<file path="src/rtl/inductive_phase_seq_pkg.sv">
package inductive_phase_seq_pkg;

    typedef enum logic [3:0] {
        ST_OFF       = 4'd0,
        ST_GAP_CHG   = 4'd1,
        ST_CHARGE    = 4'd2,
        ST_GAP_DUMP  = 4'd3,
        ST_DUMP      = 4'd4,
        ST_GAP_CLAMP = 4'd5,
        ST_CLAMP     = 4'd6,
        ST_FAULT     = 4'd7
    } seq_state_t;

    typedef logic [1:0] level_code_t;

    localparam level_code_t LVL_ZERO = 2'b00;
    localparam level_code_t LVL_1V8  = 2'b01;
    localparam level_code_t LVL_3V0  = 2'b10;
    localparam level_code_t LVL_5V0  = 2'b11;

    typedef struct packed {
        logic gate_a;
        logic gate_b;
        logic gate_c;
        logic pull_dn;
        logic fault;
    } drive_t;

endpackage

</file>
<file path="src/rtl/seq_phase_timer.sv">
module seq_phase_timer #(
    parameter int LIMIT = 180
) (
    input  logic clk,
    input  logic rst_n,
    input  logic run,
    output logic done
);
    localparam int CW = (LIMIT < 2) ? 1 : $clog2(LIMIT + 1);
    localparam logic [CW-1:0] LAST = CW'(LIMIT - 1);

    logic [CW-1:0] cnt;

    // Counts cycles spent in the owning phase; cleared whenever it leaves.
    always_ff @(posedge clk or negedge rst_n) begin
        if (!rst_n) begin
            cnt <= '0;
        end else if (!run) begin
            cnt <= '0;
        end else if (cnt != LAST) begin
            cnt <= cnt + 1'b1;
        end
    end

    assign done = run && (cnt == LAST);
endmodule

</file>
<file path="src/rtl/seq_level_decode.sv">
module seq_level_decode
    import inductive_phase_seq_pkg::*;
(
    input  logic        en_i,
    input  level_code_t level_i,
    output logic        active_o,
    output level_code_t peak_sel_o
);
    always_comb begin
        active_o   = en_i && (level_i != LVL_ZERO);
        peak_sel_o = active_o ? level_i : LVL_ZERO;
    end
endmodule

</file>
<file path="src/rtl/seq_phase_fsm.sv">
module seq_phase_fsm
    import inductive_phase_seq_pkg::*;
(
    input  logic   clk,
    input  logic   rst_n,
    input  logic   active_i,
    input  logic   peak_i,
    input  logic   reg_ok_i,
    input  logic   dump_done_i,
    input  logic   tmo_done_i,
    output logic   in_charge_o,
    output logic   in_dump_o,
    output drive_t drv_o
);
    seq_state_t state_q, state_d;

    // State register
    always_ff @(posedge clk or negedge rst_n) begin
        if (!rst_n) state_q <= ST_OFF;
        else        state_q <= state_d;
    end

    // Transition logic; disabling overrides every other transition
    always_comb begin
        state_d = state_q;
        if (!active_i) begin
            state_d = ST_OFF;
        end else begin
            unique case (state_q)
                ST_OFF:       state_d = ST_GAP_CHG;
                ST_GAP_CHG:   state_d = ST_CHARGE;
                ST_CHARGE: begin
                    if (peak_i)          state_d = ST_GAP_DUMP;
                    else if (tmo_done_i) state_d = ST_FAULT;
                end
                ST_GAP_DUMP:  state_d = ST_DUMP;
                ST_DUMP: begin
                    if (reg_ok_i)         state_d = ST_GAP_CLAMP;
                    else if (dump_done_i) state_d = ST_GAP_CHG;
                end
                ST_GAP_CLAMP: state_d = ST_CLAMP;
                ST_CLAMP: begin
                    if (!reg_ok_i) state_d = ST_GAP_CHG;
                end
                ST_FAULT:     state_d = ST_FAULT;
                default:      state_d = ST_OFF;
            endcase
        end
    end

    // Output decode from the registered state
    always_comb begin
        drv_o = '0;
        unique case (state_q)
            ST_OFF:       drv_o.pull_dn = 1'b1;
            ST_CHARGE:    drv_o.gate_a  = 1'b1;
            ST_DUMP:      drv_o.gate_b  = 1'b1;
            ST_CLAMP:     drv_o.gate_c  = 1'b1;
            ST_FAULT: begin
                drv_o.fault   = 1'b1;
                drv_o.pull_dn = 1'b1;
            end
            ST_GAP_CHG, ST_GAP_DUMP, ST_GAP_CLAMP: drv_o = '0;
            default:      drv_o.pull_dn = 1'b1;
        endcase
    end

    assign in_charge_o = (state_q == ST_CHARGE);
    assign in_dump_o   = (state_q == ST_DUMP);
endmodule

</file>
<file path="src/rtl/inductive_phase_seq.sv">
module inductive_phase_seq
    import inductive_phase_seq_pkg::*;
#(
    parameter int CLK_PERIOD_PS = 5000,
    parameter int DUMP_NS       = 900,
    parameter int TIMEOUT_NS    = 4000000
) (
    input  logic       clk,
    input  logic       rst_n,
    input  logic       en_i,
    input  logic [1:0] level_i,
    input  logic       peak_i,
    input  logic       reg_ok_i,
    output logic       gate_a_o,
    output logic       gate_b_o,
    output logic       gate_c_o,
    output logic       pull_dn_o,
    output logic       fault_o,
    output logic [1:0] peak_sel_o
);
    localparam longint DUMP_RAW = (longint'(DUMP_NS) * 1000) / CLK_PERIOD_PS;
    localparam longint TMO_RAW  = (longint'(TIMEOUT_NS) * 1000) / CLK_PERIOD_PS;
    localparam int DUMP_CYC = (DUMP_RAW < 1) ? 1 : int'(DUMP_RAW);
    localparam int TMO_CYC  = (TMO_RAW < 1) ? 1 : int'(TMO_RAW);

    logic   active;
    logic   in_charge, in_dump;
    logic   dump_done, tmo_done;
    drive_t drv;

    seq_level_decode u_level (
        .en_i       (en_i),
        .level_i    (level_i),
        .active_o   (active),
        .peak_sel_o (peak_sel_o)
    );

    seq_phase_timer #(.LIMIT(DUMP_CYC)) u_dump_tmr (
        .clk   (clk),
        .rst_n (rst_n),
        .run   (in_dump),
        .done  (dump_done)
    );

    seq_phase_timer #(.LIMIT(TMO_CYC)) u_chg_wdog (
        .clk   (clk),
        .rst_n (rst_n),
        .run   (in_charge),
        .done  (tmo_done)
    );

    seq_phase_fsm u_fsm (
        .clk         (clk),
        .rst_n       (rst_n),
        .active_i    (active),
        .peak_i      (peak_i),
        .reg_ok_i    (reg_ok_i),
        .dump_done_i (dump_done),
        .tmo_done_i  (tmo_done),
        .in_charge_o (in_charge),
        .in_dump_o   (in_dump),
        .drv_o       (drv)
    );

    assign gate_a_o  = drv.gate_a;
    assign gate_b_o  = drv.gate_b;
    assign gate_c_o  = drv.gate_c;
    assign pull_dn_o = drv.pull_dn;
    assign fault_o   = drv.fault;
endmodule

</file>
<file path="config.mk">
export PLATFORM = sky130hd
export DESIGN_NAME = inductive_phase_seq
export DESIGN_NICKNAME = d
export VERILOG_FILES = /design/src/rtl/inductive_phase_seq_pkg.sv /design/src/rtl/seq_phase_timer.sv /design/src/rtl/seq_level_decode.sv /design/src/rtl/seq_phase_fsm.sv /design/src/rtl/inductive_phase_seq.sv
export SDC_FILE = /design/constraint.sdc
export NUM_CORES = 1
export LEC_CHECK = 0
export ABC_AREA = 1
export CAP_MARGIN = 20
export CORE_MARGIN = 5
export CORE_UTILIZATION = 50
export CTS_CLUSTER_SIZE = 14
export DETAILED_ROUTE_END_ITERATION = 16
export DONT_BUFFER_PORTS = 1
export PLACE_DENSITY_LB_ADDON = 0.1
export SLEW_MARGIN = 10
export SYNTH_ARGS = -nofsm -noshare
export SYNTH_HDL_FRONTEND = slang
export SYNTH_SLANG_ARGS = --single-unit
</file>
<file path="constraint.sdc">
create_clock -name clk -period 1.8 [get_ports clk]
set_input_delay 0.36 -clock clk [delete_from_list [all_inputs] [get_ports clk]]
set_output_delay 0.36 -clock clk [all_outputs]
set_load 0.02 [all_outputs]
</file>
# Word-level counts from Yosys, hierarchy flattened
# Index checks and enable logic that the tools add are counted.
# Widths: inputs -> output; s select.
# totals
ff_bits	32
inputBits	7
out_inout_bits	7
# classes
n_addsub	2
n_eq_ne	16
n_mux	17
n_reduce_logical	7
# op_table
cell	n
$mux 20	2
$pmux 4 s8	1
$mux 4	6
$add 20x1->20 const B	1
$eq 20x20->1 const B	1
$ne 20x20->1 const B	1
$eq 4x3->1 const B	4
$mux 8	2
$add 8x1->8 const B	1
$eq 4x2->1 const B	2
$eq 8x8->1 const B	1
$ne 4x4->1 const B	2
$ne 8x8->1 const B	1
$reduce_or 6->1	1
$mux 1	5
$eq 4x1->1 const B	1
$logic_not 4->1	1
$ne 2x2->1 const B	2
$logic_and 1x1->1	3
$ne 3x3->1 const B	1
$reduce_and 3->1	1
$mux 2	1
$reduce_bool 2->1	1

# Depth between registers and ports, before layout
# Gate-level depths: netlist of run 1.
# logic_depth
depth_word	6
depth_mapped	10

# Hierarchy
# Synthesis of run 1 repeated with hierarchy kept, for this count alone.
# unflattened
cells_unflattened	310
hier_area_um2	2044.5
# modules_own_cells
module	n_inst	cells_per_inst	area_per_inst_um2	seq_area_each_um2
seq_phase_timer (u_chg_wdog)	1	196	1295.0	500.5
seq_phase_timer (u_dump_tmr)	1	62	447.9	200.2
seq_phase_fsm	1	45	272.8	75.1
seq_level_decode	1	7	28.8	0.0

# Least setup slack after synthesis of run 1
# Ideal clock, no wire load.
# synth_timing
kind	flip-flop to flip-flop
from	reg u_chg_wdog.cnt[0]
to	reg u_chg_wdog.cnt[0]
setup_time_ns	0.119
t_arrival_ns	1.270
slack_ns	0.412
stages_incl_launch_ff	8
n_path_buf	0
cell_sequence	dfrtp_1 ha_1 nand3_2 nor2_4 nand3_2 clkinv_1 nor2_1 o21a_1
# synth_via
elab_chain_len	3
word_cells_on_any_way	5
# synth_rtl
item	line_no	text
from (decl)	seq_phase_timer.sv:12	logic [CW-1:0] cnt;
from (signal assigned)	seq_phase_timer.sv:21	cnt <= cnt + 1'b1;
$add 20x1->20	seq_phase_timer.sv:21	
$mux 20	seq_phase_timer.sv:20	end else if (cnt != LAST) begin
$mux 20	seq_phase_timer.sv:18	end else if (!run) begin
# Several ways; a longest one is shown, not always the timed one. The select of a mux whose other input is x is not followed.
# A chain may end at the register's enable or synchronous reset.

# Final worst setup path of run 1
# layout_timing
from	reg u_fsm.state_q[0]
to	out pull_dn_o
# layout_via
elab_chain_len	3
word_cells_on_any_way	8
# layout_rtl
item	line_no	text
from (decl)	seq_phase_fsm.sv:15	seq_state_t state_q, state_d;
from (signal assigned)	seq_phase_fsm.sv:20	else state_q <= state_d;
$eq 4x3->1 (tied with other cells)	seq_phase_fsm.sv:54	unique case (state_q)
$reduce_or 6->1 (no source line) (*)	n/a	
$mux 1 (*)	seq_phase_fsm.sv:54	
to (decl)	inductive_phase_seq.sv:17	output logic pull_dn_o,
# Mark *: on every way between the ends. The rest lies on a longest branch, timed or not.

==> results by group, run 1 <==
Synthesis
  – Adder-Cell Fraction of Synth Area: under 10%
  – Post-synthesis mux area share: 0%
  – Unique cell type count in the Yosys netlist: 27
  – Syn Nets: roughly 250
  – Post-synth EDFFs: 0
  – Synth Area in XOR/XNOR: about 2.4%
  – Simple-Gate Fraction of Synth Area: between 30% and 40%
  – Compound-Gate Fraction of Synth Area: 10.4%
  – Sequential element share of the synthesized area: a little over two fifths
  – Post-Synthesis Cells: between 200 and 250
  – Yosys reg bits: 31
  – Post-synth top flop: dfrtp_1
  – Largest family of logic cells by synthesized area: simple AND/OR/NAND/NOR gates
  – YS warnings: 0
  – Mapped cell area: between 0.0015 and 0.002 mm²
  – Async SR Flop Fraction: 100%
  – Syn Area/Cell: ~7.5 µm²

Placed design
  – Placer congestion estimate: roughly 0.83
  – Post-DP HPWL: about 2600 µm
  – Port buffer count: 0

Floorplan
  – Die area: 0.00490 mm²
  – # rows: 21
  – Die H: roughly 70 µm
  – Total I/O pin count: 14
  – Starting Density: between 50 and 60%
  – Core area: ~0.0034 mm²
  – Die width: 70.0 µm

STA
  – Final Cycle Share: about 98%
  – Min Tclk post-route: approximately 1.8 ns
  – Clock skew: 0.00759 ns
  – Max Clock Freq: 0.569 GHz
  – RSZ-0062 raised after global routing: true
  – Slew @ Worst Pin: slightly above 0.5 ns
  – Setup_tns: 0 ns
  – Hold Vio Cnt, Final: 0
  – Max_slew headroom: 66.1%
  – Final setup violation count: 0
  – Max-slew violations: 0
  – Min Hold Slack: about 0.19 ns

Detailed routing
  – Drt drc: 0
  – Average wire per standard cell: roughly 12 µm
  – Final WL: 3530 µm
  – Antenna viol nets, final: 0
  – Vias: 1502
  – Vias/cell: between 5 and 6
  – DRT Pass-1 Iters: 4
  – Iter 0 DRT Violations: 90

Worst setup path
  – Peak per-stage delay on the critical path: approximately 0.44 ns
  – WP data required: around 1.4 ns
  – Critical Path, Cell by Cell: inv_2 -> nand2_1 -> o22ai_1
  – CP Launch Type: register
  – Crit Path Category: register to output pin
  – Crit path DAT: about 1.4 ns
  – Worst path depth: 3
  – CP Capture Type: output pin
  – Top Family by Delay on Critical Path: flip-flops
  – Slowest CP cell: dfrtp_1
  – Reg2reg path depth: 10
  – Crit-path max FO: 6
  – Crit path buffers/inverters: 1

Clocking
  – CTS sink cnt: 31
  – Worst-Skew Late Latency: 0.33 ns
  – Worst-path clk slew: about 0.090 ns
  – Clk root buf: clkbuf_4
  – CTS tree: built
  – H-tree levels: 2
  – CTS max path bufs: 2
  – Cts bufs inserted: 5

Cells and area
  – Number of diodes: 0
  – Fraction of layout cells with a size suffix above 1: between 10% and 20%
  – Most frequent cells in the layout: nand2_1 (53), nor2_1 (32), dfrtp_1 (31), inv_1 (25)
  – Most common cell after layout, fill and taps aside: nand2_1
  – Final nets: ~260
  – Layout area overhead: 8.21%

Global route
  – GR Util All Layers: around 16%
  – Number of global-route vias before repair: between 1000 and 1500
  – First-pass GRT wire length: 6350 µm
  – Largest net degree at the start of global routing: 32
  – Antenna violations before repair: 0
  – Gr ovfl total: 0

Run
  – Max-capacitance violation count: 0

Min path
  – Hold WC Path Type: primary input to register
  – Min-Delay Path Depth: 2

Pwr
  – PD cells: 656 mW/mm²
  – Leakage: 0.884 nW
  – IR drop worst, VDD: roughly 430 µV

Status
  – Status: complete, no violations
==> state kept, by name, summed over array words and instances, names as in the netlist <==
register        flops
u_dump_tmr.cnt      8
u_fsm.state_q       3
u_chg_wdog.cnt     20
==> timing repair <==
action / CTS / global route
hold buffers: 2 / 0
resized for setup: 1 / 0
setup endpoints to repair: 1 / 2
hold endpoints to repair: 31 / 0
buffers inserted: 0 / 0
==> routing by layer <==
| layer | track usage, % | wire length, µm | vias to the layer above |
|---|---|---|---|
| met3 | 4.30 | 150 | 6 |
| met4 | 3.83 | 43 | 0 |
| met5 | 0 | 0 | - |
| met2 | 24.8 | 1580 | 22 |
| met1 | 21.4 | 1760 | 675 |
| li1 | - | - | 799 |
==> per-stage QoR <==
stage | setup slack, ns | util, % | std cells | cell area [µm²] | total power [mW]
2_1_floorplan | 0.412 | - | 240 | 1800 | 0.867
3_3_place_gp | 0.264 | 54.8 | 289 | 1870 | 0.899
3_5_place_dp | 0.256 | 54.8 | 289 | 1870 | 0.900
4_1_cts | 0.0184 | 57.0 | 297 | 1950 | 1.29
5_1_grt | -0.0628 | 57.0 | 297 | 1950 | 1.35
6_report | 0.0426 | 57.0 | 297 | 1950 | 1.28
==> layout make-up <==
cell class | instances | area (µm²)
flip-flops and latches | 31 | 776
repair buffers | 6 | 60.1
multi-input cells | 175 | 886
clock buffers | 6 | 41.3
well taps | 46 | 57.6
inverters | 33 | 126
fillers | 334 | 1470
==> final timing paths <==
path,startpoint,end,slack [ns]
worst min-delay path,reg_ok_i,u_fsm.state_q[1]$_DFFE_PN0P_,0.19
min in group asynchronous,rst_n,u_dump_tmr.cnt[4]$_DFFE_PN0N_,0.47
worst min register to register,u_dump_tmr.cnt[1]$_DFFE_PN0N_,u_dump_tmr.cnt[1]$_DFFE_PN0N_,0.54
max in group asynchronous,rst_n,u_chg_wdog.cnt[8]$_DFFE_PN0P_,1.16
worst max-delay path,u_fsm.state_q[0]$_DFFE_PN0P_,pull_dn_o,0.04
worst max register to register,u_dump_tmr.cnt[0]$_DFFE_PN0N_,u_fsm.state_q[2]$_DFFE_PN0P_,0.21
==> logic make-up after synthesis <==
| kind of cell | count (synthesis) |
|---|---|
| AO/OA/AOI/OAI | 36 |
| XOR/XNOR | 5 |
| AND/OR/NAND/NOR | 132 |
| buffers and inverters | 34 |
| flip-flops | 31 |
| adder cells (fa/ha/maj) | 2 |
==> power by group <==
group / internal [mW] / total (mW) / switching, mW / leakage, nW
registers: 0.716 / 0.743 / 0.0267 / 0.429
clock network: 0.139 / 0.368 / 0.229 / 0.0242
logic: 0.0587 / 0.166 / 0.108 / 0.430
total: 0.913 / 1.28 / 0.363 / 0.884
==> synthesized netlist by cell type, types with 2 or more instances <==
| cell type | number | area [µm²] |
|---|---|---|
| a21oi_1 | 16 | 80.1 |
| a31oi_1 | 2 | 12.5 |
| clkinv_1 | 2 | 7.51 |
| dfrtp_1 | 31 | 776 |
| ha_1 | 2 | 25.0 |
| inv_1 | 25 | 93.8 |
| inv_2 | 6 | 22.5 |
| nand2_1 | 53 | 199 |
| nand2_2 | 4 | 25.0 |
| nand3_1 | 16 | 80.1 |
| nand3_2 | 4 | 40.0 |
| nand4_1 | 3 | 18.8 |
| nor2_1 | 32 | 120 |
| nor2_4 | 4 | 45.0 |
| nor3_1 | 9 | 45.0 |
| o21ai_0 | 12 | 60.1 |
| o21ai_1 | 4 | 20.0 |
| or2_2 | 2 | 12.5 |
| xor2_1 | 5 | 43.8 |
No activity file was read; power rests on OpenSTA's default activity.
==> inputs of run 2 (changes only) <==
--- a/config.mk
+++ b/config.mk
@@ -8,7 +8,7 @@
 export ABC_AREA = 1
 export CAP_MARGIN = 20
 export CORE_MARGIN = 5
-export CORE_UTILIZATION = 50
+export CORE_UTILIZATION = 28
 export CTS_CLUSTER_SIZE = 14
 export DETAILED_ROUTE_END_ITERATION = 16
 export DONT_BUFFER_PORTS = 1
==> results by group, run 2 (same netlist as run 1, synthesis figures left out) <==
Placed design
  – Placer congestion estimate: 0.720 (-13%)
  – Post-DP HPWL: 2930 µm (+13%)
  – Port buffer count: 0 (unchanged)
  – Worst slack, placed: 0.257 ns (+0.000962 ns)
  – Cell Area, Placed: 0.00192 mm² (+2.3%)

Cells and area
  – Fin area: 0.00206 mm² (+5.7%)
  – Most common cell after layout, fill and taps aside: nand2_1
  – Number of flip-flops in the largest register: 20 (unchanged)
  – Layout area overhead: 14.4%
  – Top reg by flops: u_chg_wdog.cnt
  – Number of diodes: 0 (unchanged)
  – Top Registers: u_chg_wdog.cnt x20, u_dump_tmr.cnt x8, u_fsm.state_q x3
  – Fraction of layout cells with a size suffix above 1: 13.1% (+0.40 points)
  – Most frequent cells in the layout: nand2_1 (53), nor2_1 (32), dfrtp_1 (31), inv_1 (25)
  – Final nets: 260 (-0.38%)

Floorplan
  – Total I/O pin count: 14 (unchanged)
  – # rows: 29 (+38%)
  – Die width: 90.2 µm (+29%)
  – Die H: 90.2 µm (+29%)
  – Core area: 0.00631 mm² (+85%)
  – Die area: 0.00813 mm² (+66%)
  – Starting Density: 28.5% (-24 points)

Detailed routing
  – Final WL: 3930 µm (+11%)
  – Drt drc: 0 (unchanged)
  – Iter 0 DRT Violations: 44 (-51%)
  – DRT Pass-1 Iters: 4 (unchanged)
  – Vias: 1507 (+0.33%)
  – Vias/cell: 4.59 (-9.1%)
  – Antenna viol nets, final: 0 (unchanged)
  – Average wire per standard cell: 12.0 µm (+0.83%)

Pwr
  – Clock network power share: 41.9% (+13 points)
  – IR drop worst, VDD: 383 µV (-11%)
  – Leakage: 0.910 nW (+3.0%)
  – Sw frac: 24.9% (-3.6 points)
  – Combinational Power Share: 11.0% (-2.0 points)
  – Pwr Total: 1.58 mW (+24%)
  – Flop pwr share: 47.1% (-11 points)
  – PD cells: 767 mW/mm² (+17%)
  – Pint: 1.19 mW (+30%)
  – Psw: 393 µW (+8.2%)

Global route
  – Largest net degree at the start of global routing: 32 (unchanged)
  – Antenna violations before repair: 0 (unchanged)
  – Number of global-route vias before repair: 1524 (+5.8%)
  – First-pass GRT wire length: 6900 µm (+8.7%)
  – GR Util All Layers: 10.4% (-5.3 points)
  – Gr ovfl total: 0 (unchanged)

Clocking
  – Worst-Skew Late Latency: 0.28 ns (-0.05 ns)
  – Cts bufs inserted: 5 (unchanged)
  – H-tree levels: 2 (unchanged)
  – CTS tree: built
  – CTS max path bufs: 2 (unchanged)
  – Setup repair bufs after CTS: 0 (unchanged)
  – Worst-path clk slew: 0.06 ns (-0.03 ns)
  – Clk root buf: clkbuf_8
  – CTS sink cnt: 31 (unchanged)

STA
  – Max Clock Freq: 0.597 GHz (+4.9%)
  – Min Hold Slack: 0.228 ns (+0.0381 ns)
  – Max_slew headroom: 65.8% (-0.27 points)
  – Max-slew violations: 0 (unchanged)
  – Setup_tns: 0 ns (unchanged)
  – Clock skew: 0.00784 ns (+0.000250 ns)
  – Final Cycle Share: 93.1% (-4.6 points)
  – Min Tclk post-route: 1.67 ns (-0.0824 ns)
  – Setup WS post-layout: 0.125 ns (+0.0824 ns)
  – Hold Vio Cnt, Final: 0 (unchanged)
  – Slew @ Worst Pin: 0.507 ns (+0.00397 ns)
  – RSZ-0062 raised after global routing: false
  – Final setup violation count: 0 (unchanged)

Worst setup path
  – Crit-path max FO: 6 (unchanged)
  – CP Capture Type: output pin
  – WP data required: 1.44 ns (about the same)
  – CP Launch Type: register
  – Crit Path Category: register to output pin
  – Crit path DAT: 1.31 ns (-0.09 ns)

Status
  – Status: complete, no violations

Min path
  – Hold WC Path Type: primary input to register

Run
  – Max-capacitance violation count: 0 (unchanged)
run 2: changes by cell type in the layout (fill, tap and decap cells not counted):
cell       delta
bufinv_16     +1
o22ai_2       +1
o22ai_1       -1
buf_4         -2
clkbuf_4      -5
buf_12        +1
clkbuf_8      +5
run 2: area by class of cell:
class / count / area (µm²)
Fill cell: 696 / 4260
Multi-Input combinational cell: 175 / 892
Sequential cell: 31 / 776
Inverter: 33 / 126
Tap cell: 77 / 96.3
Clock buffer: 6 / 72.6
Timing Repair Buffer: 5 / 65.1
Clock inverter: 1 / 30.0
run 2: worst max-delay path, stage by stage, from the launching register on:
cell	delay [ns]
dfrtp_1	0.43
inv_2	0.13
nand2_1	0.13
nor2_4	0.17
buf_4	0.17
run 2: timing repair:
item | in CTS | in global routing
setup endpoints to repair | 0 | 2
resized for setup | 0 | 2
endpoints found under the hold margin | 31 | 0
hold buffers | 2 | 0
run 2: power by group through the flow:
stage	sequential, mW	combinational (mW)	clock [mW]
after floorplan	0.751	0.116	0
after global placement	0.756	0.152	0
after detailed placement	0.756	0.151	0
after CTS	0.742	0.175	0.699
after global routing	0.747	0.200	0.724
final	0.742	0.174	0.661
run 2: final timing paths:
path,from,slack (ns),cells past startpoint,end
setup / recovery,u_fsm.state_q[0]$_DFFE_PN0P_,0.13,4,gate_b_o
hold / removal,reg_ok_i,0.23,2,u_fsm.state_q[1]$_DFFE_PN0P_
hold reg to reg,u_dump_tmr.cnt[1]$_DFFE_PN0N_,0.54,2,u_dump_tmr.cnt[1]$_DFFE_PN0N_
max in group asynchronous,rst_n,1.09,2,u_chg_wdog.cnt[12]$_DFFE_PN0P_
setup reg to reg,u_chg_wdog.cnt[0]$_DFFE_PN0P_,0.26,7,u_chg_wdog.cnt[0]$_DFFE_PN0P_
min in group asynchronous,rst_n,0.51,2,u_fsm.state_q[2]$_DFFE_PN0P_
run 2: metrics by stage:
step	utilization, %	std cells
2_1_floorplan	-	240
3_3_place_gp	30.4	319
3_5_place_dp	30.4	319
4_1_cts	32.5	328
5_1_grt	32.6	328
6_report	32.6	328
run 2: routing by layer:
layer  up-vias  GRT usage, %  part of all wire, %  routed length (µm)
li1        798             -                    -                   -
met1       681          13.2                   49                1940
met2        22          16.3                   45                1750
met3         6          2.92                  4.3                 168
met4         0          4.47                  1.7                  68
met5         -             0                    0                   0
==> inputs of run 3 (changes only) <==
==> constraint.sdc (replaced) <==
create_clock -name clk -period 1.8 [get_ports clk]
set_input_delay 0.18 -clock clk [delete_from_list [all_inputs] [get_ports clk]]
set_output_delay 0.18 -clock clk [all_outputs]
set_load 0.02 [all_outputs]
==> results by group, run 3 (same netlist as run 1, synthesis figures left out) <==
Pwr
  – Pwr Total: 1.46 mW (-7.6%)
  – Sw frac: 26.5% (+1.6 points)
  – Leakage: 0.902 nW (-0.96%)
  – Combinational Power Share: 11.1% (about the same)
  – IR drop worst, VDD: 258 µV (-33%)
  – Flop pwr share: 51.0% (+3.9 points)
  – PD cells: 721 mW/mm² (-6.0%)
  – Clock network power share: 37.9% (-4.0 points)
  – Pint: 1.07 mW (-9.6%)
  – Psw: 386 µW (-1.7%)

Worst setup path
  – Worst path depth: 4 (unchanged)
  – Peak per-stage delay on the critical path: 0.44 ns (about the same)
  – Crit-path max FO: 14 (+8)
  – R2r startpoint: u_chg_wdog.cnt[0]$_DFFE_PN0P_
  – Crit path buffers/inverters: 3 (+1)
  – CP Launch Type: register
  – CP Capture Type: output pin
  – WP data required: 1.62 ns (+0.18 ns)
  – Reg2reg path depth: 7 (unchanged)
  – R2r endpoint: u_chg_wdog.cnt[0]$_DFFE_PN0P_
  – Top Family by Delay on Critical Path: buffers and inverters
  – Slowest CP cell: dfrtp_1
  – Critical Path, Cell by Cell: inv_2 -> nand3_2 -> inv_2 -> buf_4
  – Crit path DAT: 1.43 ns (+0.12 ns)
  – Reg2Reg Setup Slack: 0.25 ns (about the same)
  – Crit Path Category: register to output pin
  – Crit-path most repeated cell: inv_2

Cells and area
  – Most frequent cells in the layout: nand2_1 (53), nor2_1 (32), dfrtp_1 (31), inv_1 (25)
  – Most common cell after layout, fill and taps aside: nand2_1
  – Top reg by flops: u_chg_wdog.cnt
  – Top Registers: u_chg_wdog.cnt x20, u_dump_tmr.cnt x8, u_fsm.state_q x3
  – Fill cell count: 715 (+2.7%)
  – Number of flip-flops in the largest register: 20 (unchanged)
  – Final nets: 260 (unchanged)
  – Fraction of layout cells with a size suffix above 1: 13.1% (unchanged)
  – Number of diodes: 0 (unchanged)
  – Area of the multi-input gates: 886 µm² (-0.70%)
  – Layout area overhead: 12.4%
  – Sequential cell area: 776 µm² (unchanged)

Detailed routing
  – Drt drc: 0 (unchanged)
  – DRT Pass-1 Iters: 4 (unchanged)
  – Vias: 1497 (-0.66%)
  – Antenna viol nets, final: 0 (unchanged)
  – Average wire per standard cell: 11.9 µm (-0.58%)
  – Final WL: 3910 µm (-0.58%)
  – Vias/cell: 4.56 (-0.66%)
  – Iter 0 DRT Violations: 62 (+41%)

STA
  – Min Hold Slack: 0.0414 ns (-0.187 ns)
  – Min Tclk post-route: 1.61 ns (-0.0627 ns)
  – Clock skew: 0.00746 ns (-0.000379 ns)
  – Final setup violation count: 0 (unchanged)
  – Final Cycle Share: 89.6% (-3.5 points)
  – Max_slew headroom: 65.4% (-0.49 points)
  – Setup_tns: 0 ns (unchanged)
  – Slew @ Worst Pin: 0.514 ns (+0.00727 ns)
  – Hold Vio Cnt, Final: 0 (unchanged)
  – RSZ-0062 raised after global routing: false
  – Max-slew violations: 0 (unchanged)
  – Max Clock Freq: 0.620 GHz (+3.9%)

Run
  – Max-capacitance violation count: 0 (unchanged)

Global route
  – First-pass GRT wire length: 7210 µm (+4.5%)
  – Number of global-route vias before repair: 1583 (+3.9%)
  – Antenna violations before repair: 0 (unchanged)
  – Gr ovfl total: 0 (unchanged)
  – GR Util All Layers: 10.8% (+0.46 points)
  – Largest net degree at the start of global routing: 32 (unchanged)

Floorplan
  – Core area: 0.00631 mm² (unchanged)
  – Die area: 0.00813 mm² (unchanged)
  – Die H: 90.2 µm (unchanged)
  – Starting Density: 28.5% (unchanged)
  – Die width: 90.2 µm (unchanged)
  – Total I/O pin count: 14 (unchanged)
  – # rows: 29 (unchanged)

Clocking
  – Cts bufs inserted: 5 (unchanged)
  – Worst-path clk slew: 0.07 ns (about the same)
  – Clk root buf: clkbuf_8
  – Post-cts sizing count: 0 (unchanged)
  – CTS sink cnt: 31 (unchanged)
  – Setup repair bufs after CTS: 0 (unchanged)
  – Worst-Skew Late Latency: 0.28 ns (about the same)
  – CTS max path bufs: 2 (unchanged)
  – H-tree levels: 2 (unchanged)
  – CTS tree: built

Placed design
  – Post-DP HPWL: 2910 µm (-0.75%)
  – Placer congestion estimate: 0.732 (+1.7%)
  – Port buffer count: 0 (unchanged)

Min path
  – Hold Path Sink: u_fsm.state_q[1]$_DFFE_PN0P_
  – Hold WC Path Type: primary input to register
  – Hold Startpoint: reg_ok_i
  – Min-Delay Path Depth: 2 (unchanged)

Status
  – Status: complete, no violations
-- run 3: cell count changes in the layout (fill, tap and decap cells not counted) --
cell,before,now
buf_12,2,1
buf_4,2,3
bufinv_16,1,0
clkbuf_1,1,0
clkbuf_8,5,6
clkinv_2,0,1
inv_2,5,6
inv_4,1,0
o22ai_1,0,1
o22ai_2,1,0
-- run 3: repair_timing --
item	CTS	global route
endpoints found under the setup margin	0	0
hold buffers	2	0
endpoints found under the hold margin	31	0
-- run 3: metal layers --
layer  vias up  share of wire (%)  GRT usage [%]
met5         -                  0              0
met4         0                1.8           3.97
met3         7                4.1           3.84
li1        794                  -              -
met2        18                 45           17.3
met1       678                 49           13.4
-- run 3: worst max path at each step --
stage	endpoint	slack [ns]	start
after floorplan	u_chg_wdog.cnt[0]$_DFFE_PN0P_	0.41	u_chg_wdog.cnt[0]$_DFFE_PN0P_
after global placement	u_fsm.state_q[2]$_DFFE_PN0P_	0.22	u_dump_tmr.cnt[0]$_DFFE_PN0N_
after detailed placement	u_fsm.state_q[2]$_DFFE_PN0P_	0.24	u_dump_tmr.cnt[0]$_DFFE_PN0N_
after CTS	gate_a_o	0.16	u_fsm.state_q[0]$_DFFE_PN0P_
after global routing	u_fsm.state_q[2]$_DFFE_PN0P_	0.005	u_dump_tmr.cnt[0]$_DFFE_PN0N_
final	gate_a_o	0.19	u_fsm.state_q[0]$_DFFE_PN0P_
-- run 3: through the flow --
stage	worst slack [ns]	cell area (µm²)	cells	util, %
global placement	0.222	1900	319	30.2
finish	0.188	2020	328	32.0
floorplan	0.412	1800	240	-
detailed placement	0.242	1900	319	30.2
global route	0.00494	2020	328	32.0
CTS	0.159	2020	328	32.0
-- run 3: power groups by stage --
| stage | logic [mW] | clock network (mW) | registers [mW] |
|---|---|---|---|
| 3_5_place_dp | 0.145 | 0 | 0.756 |
| 2_1_floorplan | 0.116 | 0 | 0.751 |
| 4_1_cts | 0.168 | 0.590 | 0.742 |
| 5_1_grt | 0.195 | 0.612 | 0.747 |
| 3_3_place_gp | 0.147 | 0 | 0.756 |
| 6_report | 0.162 | 0.553 | 0.743 |
-- run 3: area by class of cell --
cell class / count / area share (%)
multi-input combinational: 175 / 43.8
timing repair buffer: 5 / 2.60
tap: 77 / 4.76
clock inverter: 1 / 0.248
sequential: 31 / 38.4
inverter: 33 / 6.13
clock buffer: 6 / 4.08
